$ cat src/rtl/dec_alu_pkg.sv
package dec_alu_pkg;
  typedef enum logic [4:0] {
    OP_ADD  = 5'd0,
    OP_ADDC = 5'd1,
    OP_SUB  = 5'd2,
    OP_SUBC = 5'd3,
    OP_AND  = 5'd4,
    OP_OR   = 5'd5,
    OP_XOR  = 5'd6,
    OP_CMP  = 5'd7,
    OP_INC  = 5'd8,
    OP_DEC  = 5'd9,
    OP_ROR  = 5'd10,
    OP_ROL  = 5'd11,
    OP_RORC = 5'd12,
    OP_ROLC = 5'd13,
    OP_DADD = 5'd14,
    OP_DSUB = 5'd15,
    OP_NROR = 5'd16,
    OP_NROL = 5'd17
  } alu_op_e;
endpackage

$ cat src/rtl/alu_addsub.sv
module alu_addsub
  import dec_alu_pkg::*;
#(
  parameter int DATA_W = 8
) (
  input  alu_op_e           op,
  input  logic [DATA_W-1:0] a,
  input  logic [DATA_W-1:0] b,
  input  logic              cin,
  output logic [DATA_W-1:0] res,
  output logic              ac,
  output logic              cy
);
  localparam int NIB = DATA_W / 2;

  logic [DATA_W-1:0] b_eff;
  logic              c_eff;
  logic              is_sub;
  logic [DATA_W:0]   ext;
  logic [DATA_W-1:0] xo;

  always_comb begin
    b_eff  = b;
    c_eff  = 1'b0;
    is_sub = 1'b0;
    case (op)
      OP_ADDC: c_eff = cin;
      OP_SUB, OP_CMP: is_sub = 1'b1;
      OP_SUBC: begin is_sub = 1'b1; c_eff = cin; end
      OP_INC:  b_eff = DATA_W'(1);
      OP_DEC:  begin b_eff = DATA_W'(1); is_sub = 1'b1; end
      default: ;
    endcase
  end

  always_comb begin
    if (is_sub)
      ext = {1'b0, a} - {1'b0, b_eff} - (DATA_W+1)'(c_eff);
    else
      ext = {1'b0, a} + {1'b0, b_eff} + (DATA_W+1)'(c_eff);
  end

  assign res = ext[DATA_W-1:0];
  assign cy  = ext[DATA_W];
  assign xo  = a ^ b_eff ^ res;
  assign ac  = xo[NIB];
endmodule

$ cat src/rtl/alu_bitops.sv
module alu_bitops
  import dec_alu_pkg::*;
#(
  parameter int DATA_W = 8
) (
  input  alu_op_e           op,
  input  logic [DATA_W-1:0] a,
  input  logic [DATA_W-1:0] b,
  input  logic              cin,
  output logic [DATA_W-1:0] res,
  output logic              cy
);
  always_comb begin
    res = a;
    cy  = cin;
    case (op)
      OP_AND:  res = a & b;
      OP_OR:   res = a | b;
      OP_XOR:  res = a ^ b;
      OP_ROR:  begin res = {a[0], a[DATA_W-1:1]};        cy = a[0];        end
      OP_ROL:  begin res = {a[DATA_W-2:0], a[DATA_W-1]}; cy = a[DATA_W-1]; end
      OP_RORC: begin res = {cin, a[DATA_W-1:1]};         cy = a[0];        end
      OP_ROLC: begin res = {a[DATA_W-2:0], cin};         cy = a[DATA_W-1]; end
      default: ;
    endcase
  end
endmodule

$ cat src/rtl/alu_bcd_adj.sv
module alu_bcd_adj #(
  parameter int DATA_W = 8
) (
  input  logic              is_sub,
  input  logic [DATA_W-1:0] a,
  input  logic              ac_in,
  input  logic              cy_in,
  output logic [DATA_W-1:0] res,
  output logic              ac,
  output logic              cy
);
  localparam int NIB = DATA_W / 2;
  localparam logic [DATA_W-1:0] LO_FIX  = DATA_W'(6);
  localparam logic [DATA_W-1:0] HI_FIX  = DATA_W'(6) << NIB;
  localparam logic [DATA_W-1:0] DEC_MAX = (DATA_W'(9) << NIB) | DATA_W'(9);
  localparam logic [NIB-1:0]    DIG_MAX = NIB'(9);

  logic [DATA_W-1:0] corr;
  logic [DATA_W-1:0] xo;
  logic              hi_need;

  assign hi_need = (a > DEC_MAX) || cy_in;

  always_comb begin
    corr = '0;
    if (is_sub) begin
      if (ac_in) corr = corr | LO_FIX;
      if (cy_in) corr = corr | HI_FIX;
    end else begin
      if ((a[NIB-1:0] > DIG_MAX) || ac_in) corr = corr | LO_FIX;
      if (hi_need) corr = corr | HI_FIX;
    end
  end

  assign res = is_sub ? (a - corr) : (a + corr);
  assign xo  = a ^ corr ^ res;
  assign ac  = xo[NIB];
  assign cy  = is_sub ? cy_in : hi_need;
endmodule

$ cat src/rtl/alu_nib_rot.sv
module alu_nib_rot #(
  parameter int DATA_W = 8
) (
  input  logic              to_right,
  input  logic [DATA_W-1:0] a,
  input  logic [DATA_W-1:0] m,
  output logic [DATA_W-1:0] a_new,
  output logic [DATA_W-1:0] m_new
);
  localparam int NIB = DATA_W / 2;

  logic [NIB-1:0] a_lo, m_lo, m_hi;
  assign a_lo = a[NIB-1:0];
  assign m_lo = m[NIB-1:0];
  assign m_hi = m[DATA_W-1:NIB];

  always_comb begin
    if (to_right) begin
      a_new = {a[DATA_W-1:NIB], m_lo};
      m_new = {a_lo, m_hi};
    end else begin
      a_new = {a[DATA_W-1:NIB], m_hi};
      m_new = {m_lo, a_lo};
    end
  end
endmodule

$ cat src/rtl/dec_alu.sv
module dec_alu
  import dec_alu_pkg::*;
#(
  parameter int DATA_W = 8,
  parameter int OP_W   = 5
) (
  input  logic              clk,
  input  logic              rst,
  input  logic              op_valid,
  input  logic [OP_W-1:0]   op_code,
  input  logic [DATA_W-1:0] opnd_a,
  input  logic [DATA_W-1:0] opnd_b,
  input  logic [DATA_W-1:0] mem_in,
  input  logic              z_in,
  input  logic              ac_in,
  input  logic              cy_in,
  output logic [DATA_W-1:0] res_q,
  output logic [DATA_W-1:0] mem_q,
  output logic              res_we_q,
  output logic              mem_we_q,
  output logic              z_q,
  output logic              ac_q,
  output logic              cy_q
);
  localparam int NIB = DATA_W / 2;

  alu_op_e op;
  assign op = alu_op_e'(op_code);

  logic [DATA_W-1:0] as_res, bo_res, bcd_res, nr_a, nr_m;
  logic              as_ac, as_cy, bo_cy, bcd_ac, bcd_cy;

  alu_addsub #(.DATA_W(DATA_W)) u_addsub (
    .op(op), .a(opnd_a), .b(opnd_b), .cin(cy_in),
    .res(as_res), .ac(as_ac), .cy(as_cy)
  );

  alu_bitops #(.DATA_W(DATA_W)) u_bitops (
    .op(op), .a(opnd_a), .b(opnd_b), .cin(cy_in),
    .res(bo_res), .cy(bo_cy)
  );

  alu_bcd_adj #(.DATA_W(DATA_W)) u_bcd (
    .is_sub(op == OP_DSUB), .a(opnd_a), .ac_in(ac_in), .cy_in(cy_in),
    .res(bcd_res), .ac(bcd_ac), .cy(bcd_cy)
  );

  alu_nib_rot #(.DATA_W(DATA_W)) u_nibrot (
    .to_right(op == OP_NROR), .a(opnd_a), .m(mem_in),
    .a_new(nr_a), .m_new(nr_m)
  );

  logic [DATA_W-1:0] res_d, mem_d;
  logic              rwe_d, mwe_d, z_d, ac_d, cy_d;

  always_comb begin
    res_d = opnd_a;
    mem_d = mem_in;
    rwe_d = 1'b0;
    mwe_d = 1'b0;
    z_d   = z_in;
    ac_d  = ac_in;
    cy_d  = cy_in;
    case (op)
      OP_ADD, OP_ADDC, OP_SUB, OP_SUBC: begin
        res_d = as_res; rwe_d = 1'b1;
        z_d = (as_res == '0); ac_d = as_ac; cy_d = as_cy;
      end
      OP_CMP: begin
        z_d = (as_res == '0); ac_d = as_ac; cy_d = as_cy;
      end
      OP_INC, OP_DEC: begin
        res_d = as_res; rwe_d = 1'b1;
        z_d = (as_res == '0); ac_d = as_ac;
      end
      OP_AND, OP_OR, OP_XOR: begin
        res_d = bo_res; rwe_d = 1'b1;
        z_d = (bo_res == '0);
      end
      OP_ROR, OP_ROL, OP_RORC, OP_ROLC: begin
        res_d = bo_res; rwe_d = 1'b1; cy_d = bo_cy;
      end
      OP_DADD, OP_DSUB: begin
        res_d = bcd_res; rwe_d = 1'b1;
        z_d = (bcd_res == '0); ac_d = bcd_ac; cy_d = bcd_cy;
      end
      OP_NROR, OP_NROL: begin
        res_d = nr_a; mem_d = nr_m; rwe_d = 1'b1; mwe_d = 1'b1;
      end
      default: ;
    endcase
  end

  always_ff @(posedge clk) begin
    if (rst) begin
      res_q    <= '0;
      mem_q    <= '0;
      res_we_q <= 1'b0;
      mem_we_q <= 1'b0;
      z_q      <= 1'b0;
      ac_q     <= 1'b0;
      cy_q     <= 1'b0;
    end else if (op_valid) begin
      res_q    <= res_d;
      mem_q    <= mem_d;
      res_we_q <= rwe_d;
      mem_we_q <= mwe_d;
      z_q      <= z_d;
      ac_q     <= ac_d;
      cy_q     <= cy_d;
    end
  end

  a_r2_cmp_no_store: assert property (@(posedge clk) disable iff (rst)
    (op_valid && op == OP_CMP) |=> (!res_we_q && res_q == $past(opnd_a)));

  a_r3_logic_keeps_ac_cy: assert property (@(posedge clk) disable iff (rst)
    (op_valid && op inside {OP_AND, OP_OR, OP_XOR})
      |=> (ac_q == $past(ac_in) && cy_q == $past(cy_in)));

  a_r4_incdec_keeps_cy: assert property (@(posedge clk) disable iff (rst)
    (op_valid && op inside {OP_INC, OP_DEC}) |=> (cy_q == $past(cy_in)));

  a_r5_rot_keeps_z_ac: assert property (@(posedge clk) disable iff (rst)
    (op_valid && op inside {OP_ROR, OP_ROL, OP_RORC, OP_ROLC})
      |=> (z_q == $past(z_in) && ac_q == $past(ac_in)));

  a_r6_nib_high_kept: assert property (@(posedge clk) disable iff (rst)
    (op_valid && op inside {OP_NROR, OP_NROL})
      |=> (res_q[DATA_W-1:NIB] == $past(opnd_a[DATA_W-1:NIB]) && mem_we_q
           && z_q == $past(z_in) && ac_q == $past(ac_in) && cy_q == $past(cy_in)));

  a_r8_dsub_keeps_cy: assert property (@(posedge clk) disable iff (rst)
    (op_valid && op == OP_DSUB) |=> (cy_q == $past(cy_in)));

  a_r9_zero_matches_result: assert property (@(posedge clk) disable iff (rst)
    (op_valid && op inside {OP_ADD, OP_ADDC, OP_SUB, OP_SUBC, OP_AND, OP_OR,
                            OP_XOR, OP_INC, OP_DEC, OP_DADD, OP_DSUB})
      |=> (z_q == (res_q == '0)));

  a_r10_hold_when_idle: assert property (@(posedge clk) disable iff (rst)
    !op_valid |=> ($stable(res_q) && $stable(mem_q) && $stable(z_q)
                   && $stable(ac_q) && $stable(cy_q) && $stable(res_we_q)));
endmodule

$ cat config.mk
export PLATFORM = sky130hd
export DESIGN_NAME = dec_alu
export DESIGN_NICKNAME = d
export VERILOG_FILES = /design/src/rtl/dec_alu_pkg.sv /design/src/rtl/alu_addsub.sv /design/src/rtl/alu_bitops.sv /design/src/rtl/alu_bcd_adj.sv /design/src/rtl/alu_nib_rot.sv /design/src/rtl/dec_alu.sv
export SDC_FILE = /design/constraint.sdc
export NUM_CORES = 1
export LEC_CHECK = 0
export ABC_AREA = 1
export BUFFER_PORTS_ARGS = -buffer_cell sky130_fd_sc_hd__clkbuf_2
export CAP_MARGIN = 20
export CORE_UTILIZATION = 30
export DETAILED_ROUTE_END_ITERATION = 16
export SYNTH_ARGS = -nofsm -noshare
export SYNTH_HDL_FRONTEND = slang
export SYNTH_SLANG_ARGS = --single-unit
$ cat constraint.sdc
create_clock -name clk -period 3.18 [get_ports clk]
set_input_delay 0.636 -clock clk [delete_from_list [all_inputs] [get_ports clk]]
set_output_delay 0.636 -clock clk [all_outputs]
set_load 0.01 [all_outputs]
## Word level (Yosys, flattened, before mapping)

Cells that the tools add are included.

- Add/sub/neg operators: 6
- $mul: 0
- Div/mod/pow operators: 0
- Order comparisons: 2
- Equal/unequal tests: 17
- Shifts and indexed selects: 0
- Muxes and demuxes: 22
- Bitwise gates (word level): 7
- Reduce and logical (&&, ||, !) cells: 20

Operators with widths:

| kind | number |
|---|---|
| $pmux 8 s7 | 1 |
| $eq 5x4->1 const B | 8 |
| $mux 8 | 4 |
| $pmux 8 s4 | 1 |
| $logic_not 8->1 | 3 |
| $mux 7 | 3 |
| $eq 5x3->1 const B | 4 |
| $xor 5x5->5 | 4 |
| $reduce_or 17->1 | 1 |
| $reduce_or 7->1 | 2 |
| $reduce_or 2->1 | 6 |
| $eq 5x2->1 const B | 2 |
| $eq 5x5->1 const B | 2 |
| $add 8x8->9 | 1 |
| $add 9x1->9 | 1 |
| $mux 9 | 1 |
| $sub 8x8->9 | 1 |
| $sub 9x1->9 | 1 |
| $add 8x7->8 | 1 |
| $and 8x8->8 | 1 |
| $gt 8x8->1 const B | 1 |
| $or 8x8->8 | 1 |
| $reduce_or 4->1 | 2 |
| $sub 8x7->8 | 1 |
| 13 further kinds | 21 |

- Register bits after elaboration: 21
- Latch bits: 0
- Memory bits (writable): 0
- Memory bits (read-only): 0
- Input bits: 35
- Output and inout bits: 21
- Word-level logic and storage cells: 81
- Memories: 0

## Logic depth before layout (Yosys ltp)

- Depth after elaboration: 9
- Gate-level depth with buffers: 24
- Depth with buffers taken out: 23

## By module

Synthesis repeated with hierarchy kept, for this count alone.

- Cells, all modules: 804
- Area total of the unflattened synthesis: 4360.4 um2

By module, submodules not included:

| module | times used | cells an instance | area each (um2) | sequential area each (um2) |
|---|---|---|---|---|
| dec_alu | 1 | 266 | 1514.0 | 420.4 |
| alu_addsub | 1 | 220 | 1202.4 | 0.0 |
| alu_bitops | 1 | 166 | 917.1 | 0.0 |
| alu_bcd_adj | 1 | 109 | 539.3 | 0.0 |
| alu_nib_rot | 1 | 43 | 187.7 | 0.0 |

## Worst setup path before layout

OpenSTA, ideal clock, no wires.

- Kind: input to register
- Start: input op_code[3]
- End: register z_q
- Library setup time: 0.067 ns
- Data arrival time: 3.209 ns
- Data required time: 3.113 ns
- Slack: -0.096 ns
- Cell stages on the path: 23
- Path buffers: 2
- Cells stage by stage: buf_2 nand2_1 nor2_1 nand2_1 clkbuf_1 nand2_1 fa_1 fa_1 nand2_1 nand2_1 nand2_1 nand2_1 nand2_1 inv_1 nand2_1 nand2_2 nor2_1 nand2_1 nor2_1 nand4_1 nand3_1 nand2_1 a21oi_2

- Longest elaborated chain between the ends: 8
- Elaborated cells on any way between the ends: 39
- Classes of those cells: 6 x add/sub; 15 x eq/ne; 8 x mux; 10 x reduce/logical

RTL lines:

| what | line | RTL |
|---|---|---|
| start, declared | dec_alu.sv:10 | `input logic [OP_W-1:0] op_code,` |
| $eq 5x4->1 | alu_addsub.sv:26, dec_alu.sv:64 |  |
| $reduce_or 2->1 (no line) | - |  |
| $mux 8 | alu_addsub.sv:26 | `case (op)` |
| $add 8x8->9 or $sub 8x8->9 (tied branches) | alu_addsub.sv:40, alu_addsub.sv:38 |  |
| $add 9x1->9 or $sub 9x1->9 (tied branches) | alu_addsub.sv:40, alu_addsub.sv:38 |  |
| $mux 9 | alu_addsub.sv:37 | `if (is_sub)` |
| $logic_not 8->1 | dec_alu.sv:67, dec_alu.sv:70, dec_alu.sv:74 |  |
| $pmux 1 s3 * | dec_alu.sv:64 | `case (op)` |
| end signal, assigned | dec_alu.sv:108 | `z_q <= z_d;` |
| end, declared | dec_alu.sv:21 | `output logic z_q,` |

Every way passes the cells marked *; elsewhere a longest branch is shown, timed or not.
A chain may end at the register's enable or synchronous reset.

## Final worst setup path

- Start: input op_code[2]
- End: register z_q

The elaborated chain is that of the path after synthesis.

==> impl_table.tex <==
\begin{tabular}{lr}
\hline
Metric & Value \\
\hline
\multicolumn{2}{l}{\textbf{Worst setup path}} \\
\quad Endpoint of the worst-slack reg-to-reg timing path & ac\_q \\
\quad Number of cells on the worst reg-to-reg path & 2 \\
\quad Internal reg-to-reg setup slack & 2.50 ns \\
\quad Most frequent cell on the critical path & nand2\_1 \\
\quad Data arrival time of the worst path & 3.15 ns \\
\quad Peak per-stage delay on the critical path & 0.45 ns \\
\quad Ordered list of cells on the worst path & clkbuf\_2 -> nor2\_4 -> nand2\_1 -> nor3\_2 -> buf\_4 -> fa\_2 -> inv\_1 -> ha\_1 -> inv\_1 -> nand2\_2 -> nand4\_1 -> o211ai\_1 -> nand2\_1 -> nand2\_1 -> nand2\_1 -> nand2\_2 -> buf\_4 -> nand4\_1 -> nand3\_1 -> nand2\_1 -> a21oi\_2 \\
\quad Critical Path Fanout Max & 3 \\
\quad Required time at the endpoint of the critical path & 3.37 ns \\
\quad Cell with the largest stage delay on the worst path & fa\_2 \\
\quad Critical R2R Launch & ac\_q \\
\quad Kind of critical path & input pin to flip-flop \\
\quad Family of cells with the greatest summed delay on the critical path & simple AND/OR/NAND/NOR gates \\
\quad Number of buffers and inverters on the critical path & 5 \\
\quad Critical path endpoint category & flip-flop \\
\quad Startpoint types & input pin \\
\multicolumn{2}{l}{\textbf{Logic synthesis}} \\
\quad Most area-consuming cells after synthesis & nand2\_1, ha\_1, dfxtp\_1, inv\_1, a21oi\_1 \\
\quad Primary FF master, synth & dfxtp\_1 \\
\quad Async S/R FF share, synth & 0\% \\
\quad Dominant cell by count in the synthesized netlist & nand2\_1 \\
\quad Yosys top cell by area & nand2\_1 \\
\quad Netlist cell types & 39 \\
\quad Post-synthesis cell area & 3780 um2 \\
\quad Count of mapped cells out of synthesis & 665 \\
\quad Top cell type's share of synthesized area & 20.0\% \\
\quad EDFF count, synth & 0 \\
\quad FF+latch count, synth & 21 \\
\quad Net count after synthesis & 749 \\
\quad Sequential area share after synthesis & 11.1\% \\
\quad Number of synthesis warnings & 0 \\
\quad Post-synthesis average cell area & 5.68 um2 \\
\quad Commonest cells post-synth & nand2\_1, inv\_1, nor2\_1, a21oi\_1, nand3\_1 \\
\multicolumn{2}{l}{\textbf{Floorplan}} \\
\quad Width of the chip & 114 um \\
\quad Initial Utilization & 31.1\% \\
\quad Die area & 13100 um2 \\
\quad Top-Level Pins & 56 \\
\quad Core box area & 12200 um2 \\
\quad Cell Rows & 40 \\
\quad Height of the die & 114 um \\
\multicolumn{2}{l}{\textbf{Drt}} \\
\quad Detailed Routing Iterations Pass 1 & 5 \\
\quad Remaining antenna violation count after routing & 0 \\
\quad Routed WL & 13700 um \\
\quad Wire length per cell after detailed routing & 14.5 um \\
\quad Routed vias & 4652 \\
\quad Per-cell via count in the routed design & 4.91 \\
\quad Drt initial violations & 259 \\
\quad \# DRC & 0 \\
\multicolumn{2}{l}{\textbf{Placement}} \\
\quad Total placed instance area & 4720 um2 \\
\quad Final weighted congestion in routability-driven placement & 0.977 \\
\quad Number of I/O port buffers & 55 \\
\quad Placed wire-length estimate & 11300 um \\
\multicolumn{2}{l}{\textbf{Min path}} \\
\quad Sink of the worst hold path & res\_q[2] \\
\quad Hold Path Cell Cnt & 2 \\
\quad Path category of the worst min-delay check & flip-flop to flip-flop \\
\quad Worst hold path startpoint & res\_q[2] \\
\multicolumn{2}{l}{\textbf{Timing}} \\
\quad Count of endpoints failing setup in the final report & 0 \\
\quad Final slew viol count & 0 \\
\quad Slew at the pin closest to its max-slew limit & 0.736 ns \\
\quad Hold Fails Final Rpt & 0 \\
\quad Setup Skew & 0 ns \\
\quad Setup TNS Final & 0 ns \\
\quad Peak Freq & 338 MHz \\
\quad Share of the clock period used by the worst path & 93.2\% \\
\quad Max-slew headroom at the worst pin & 50.9\% \\
\quad Post-route minimum period & 2.96 ns \\
\multicolumn{2}{l}{\textbf{Finish}} \\
\quad Register area & 420 um2 \\
\quad Number of diodes & 0 \\
\quad Share of layout cells above drive strength 1 & 21.8\% \\
\quad Fraction of the core area covered by cells at the end of the flow & 39.9\% \\
\quad Area of combinational cells with multiple inputs & 3000 um2 \\
\quad Growth of design area from synthesis to finish & 28.3\% \\
\quad Layout net count & 864 \\
\quad Cell area after layout & 4850 um2 \\
\quad Fillers & 1363 \\
\multicolumn{2}{l}{\textbf{Power}} \\
\quad Power density cells & 266 nW/um2 \\
\quad Total power after layout & 1290 uW \\
\quad Worst vdd ir & 171 uV \\
\quad Static Leak & 0.00264 uW \\
\multicolumn{2}{l}{\textbf{Global route}} \\
\quad Number of global-route vias before repair & 4355 \\
\quad Global Route Usage Sum & 21.5\% \\
\quad Sum of overflow across all layers after global routing & 0 \\
\quad Maximum number of pins on one net before global-route repair & 25 \\
\quad Number of antenna violations at the first check in global routing & 0 \\
\quad Global-route wire length before repair & 22100 um \\
\multicolumn{2}{l}{\textbf{Clocking}} \\
\quad Root buffer cell & clkbuf\_16 \\
\quad CTS H-tree lvls & 1 \\
\quad Setup repair bufs after CTS & 0 \\
\quad Post-CTS resize count & 0 \\
\quad CTS sink count & 21 \\
\quad Clock Pin Slew Worst Setup and Hold Paths & 0.06 ns \\
\quad TritonCTS Buffers & 3 \\
\quad Quantity of hold-fixing buffers added after cts & 0 \\
\quad Clock tree from TritonCTS & done \\
\quad Clock Latency Late Sink & 0.25 ns \\
\quad Max clock buf depth & 2 \\
\multicolumn{2}{l}{\textbf{Run}} \\
\quad Max\_cap viols & 0 \\
\multicolumn{2}{l}{\textbf{Outcome}} \\
\quad Run status & completed \\
\hline
\end{tabular}
## cell usage in the layout, fill, tap and decap left out, drive strengths merged, types with 4 or more instances in the layout
cell type and n:
nand2 205, inv 98, nor2 72, buf 66
a21oi 61, clkbuf 59, nand3 57, ha 45
o21ai 35, dfxtp 21, nand4 14, xnor2 6
o211ai 5, o2111ai 5, nor3 5, nand3b 4
fa 4
## worst max path at each step
stage	startpoint	to	slack, ns	depth (start not counted)
floorplan	op_code[3]	z_q	0.02	23
global placement	op_code[2]	z_q	-0.03	22
detailed placement	op_code[2]	z_q	-0.08	23
CTS	op_code[2]	z_q	0.18	23
global route	op_code[2]	z_q	-0.04	21
finish	op_code[2]	z_q	0.22	21
## tightest hold or removal path, stage by stage, from the launching register on
cell	delay, ns
dfxtp_1	0.31
nand2_1	0.06
a21oi_1	0.05
## stage by stage
step | std cells | hold slack [ns] | setup slack (ns)
final | 947 | 0.468 | 0.218
after global routing | 947 | 0.482 | -0.0410
after CTS | 947 | 0.469 | 0.183
after detailed placement | 943 | 0.460 | -0.0841
after global placement | 943 | 0.458 | -0.0284
after floorplan | 665 | 0.490 | 0.0242
## cells by family (layout without fill, tap and decap cells)
kind of cell | after synthesis | after routing | share of synthesized area, %
AOI/OAI and AO/OA | 118 | 118 | 17.6
buffers and inverters | 110 | 224 | 11.0
DFF | 21 | 21 | 11.1
xor gates and xnor gates | 7 | 7 | 1.62
and+or+nand+nor | 360 | 360 | 41.7
adders and majority gates | 49 | 49 | 17.0
## cell type report
type                       instances  area share, %
timing repair buffer             121           15.9
inverter                          99           7.66
multi-input combinational        534           61.8
sequential                        21           8.67
clock buffer                       4           1.62
tap                              168           4.33
## state kept, by name, summed over array words and instances (netlist names)
| name | cells |
|---|---|
| ac_q | 1 |
| z_q | 1 |
| mem_we_q | 1 |
| res_we_q | 1 |
| cy_q | 1 |
| mem_q | 8 |
| res_q | 8 |
## routing by layer
layer | wire length (um) | up-vias | GRT usage (%)
met5 | 0 | - | 0
met4 | 580 | 0 | 8.66
met3 | 839 | 37 | 3.02
met2 | 6230 | 149 | 36.4
met1 | 6070 | 2067 | 27.3
li1 | - | 2399 | -
## power breakdown
part | switching, uW | total, uW | internal (uW)
clock | 93.3 | 264 | 171
combinational | 435 | 731 | 296
sequential | 10.9 | 295 | 284
(Power assumes the default switching activity.)
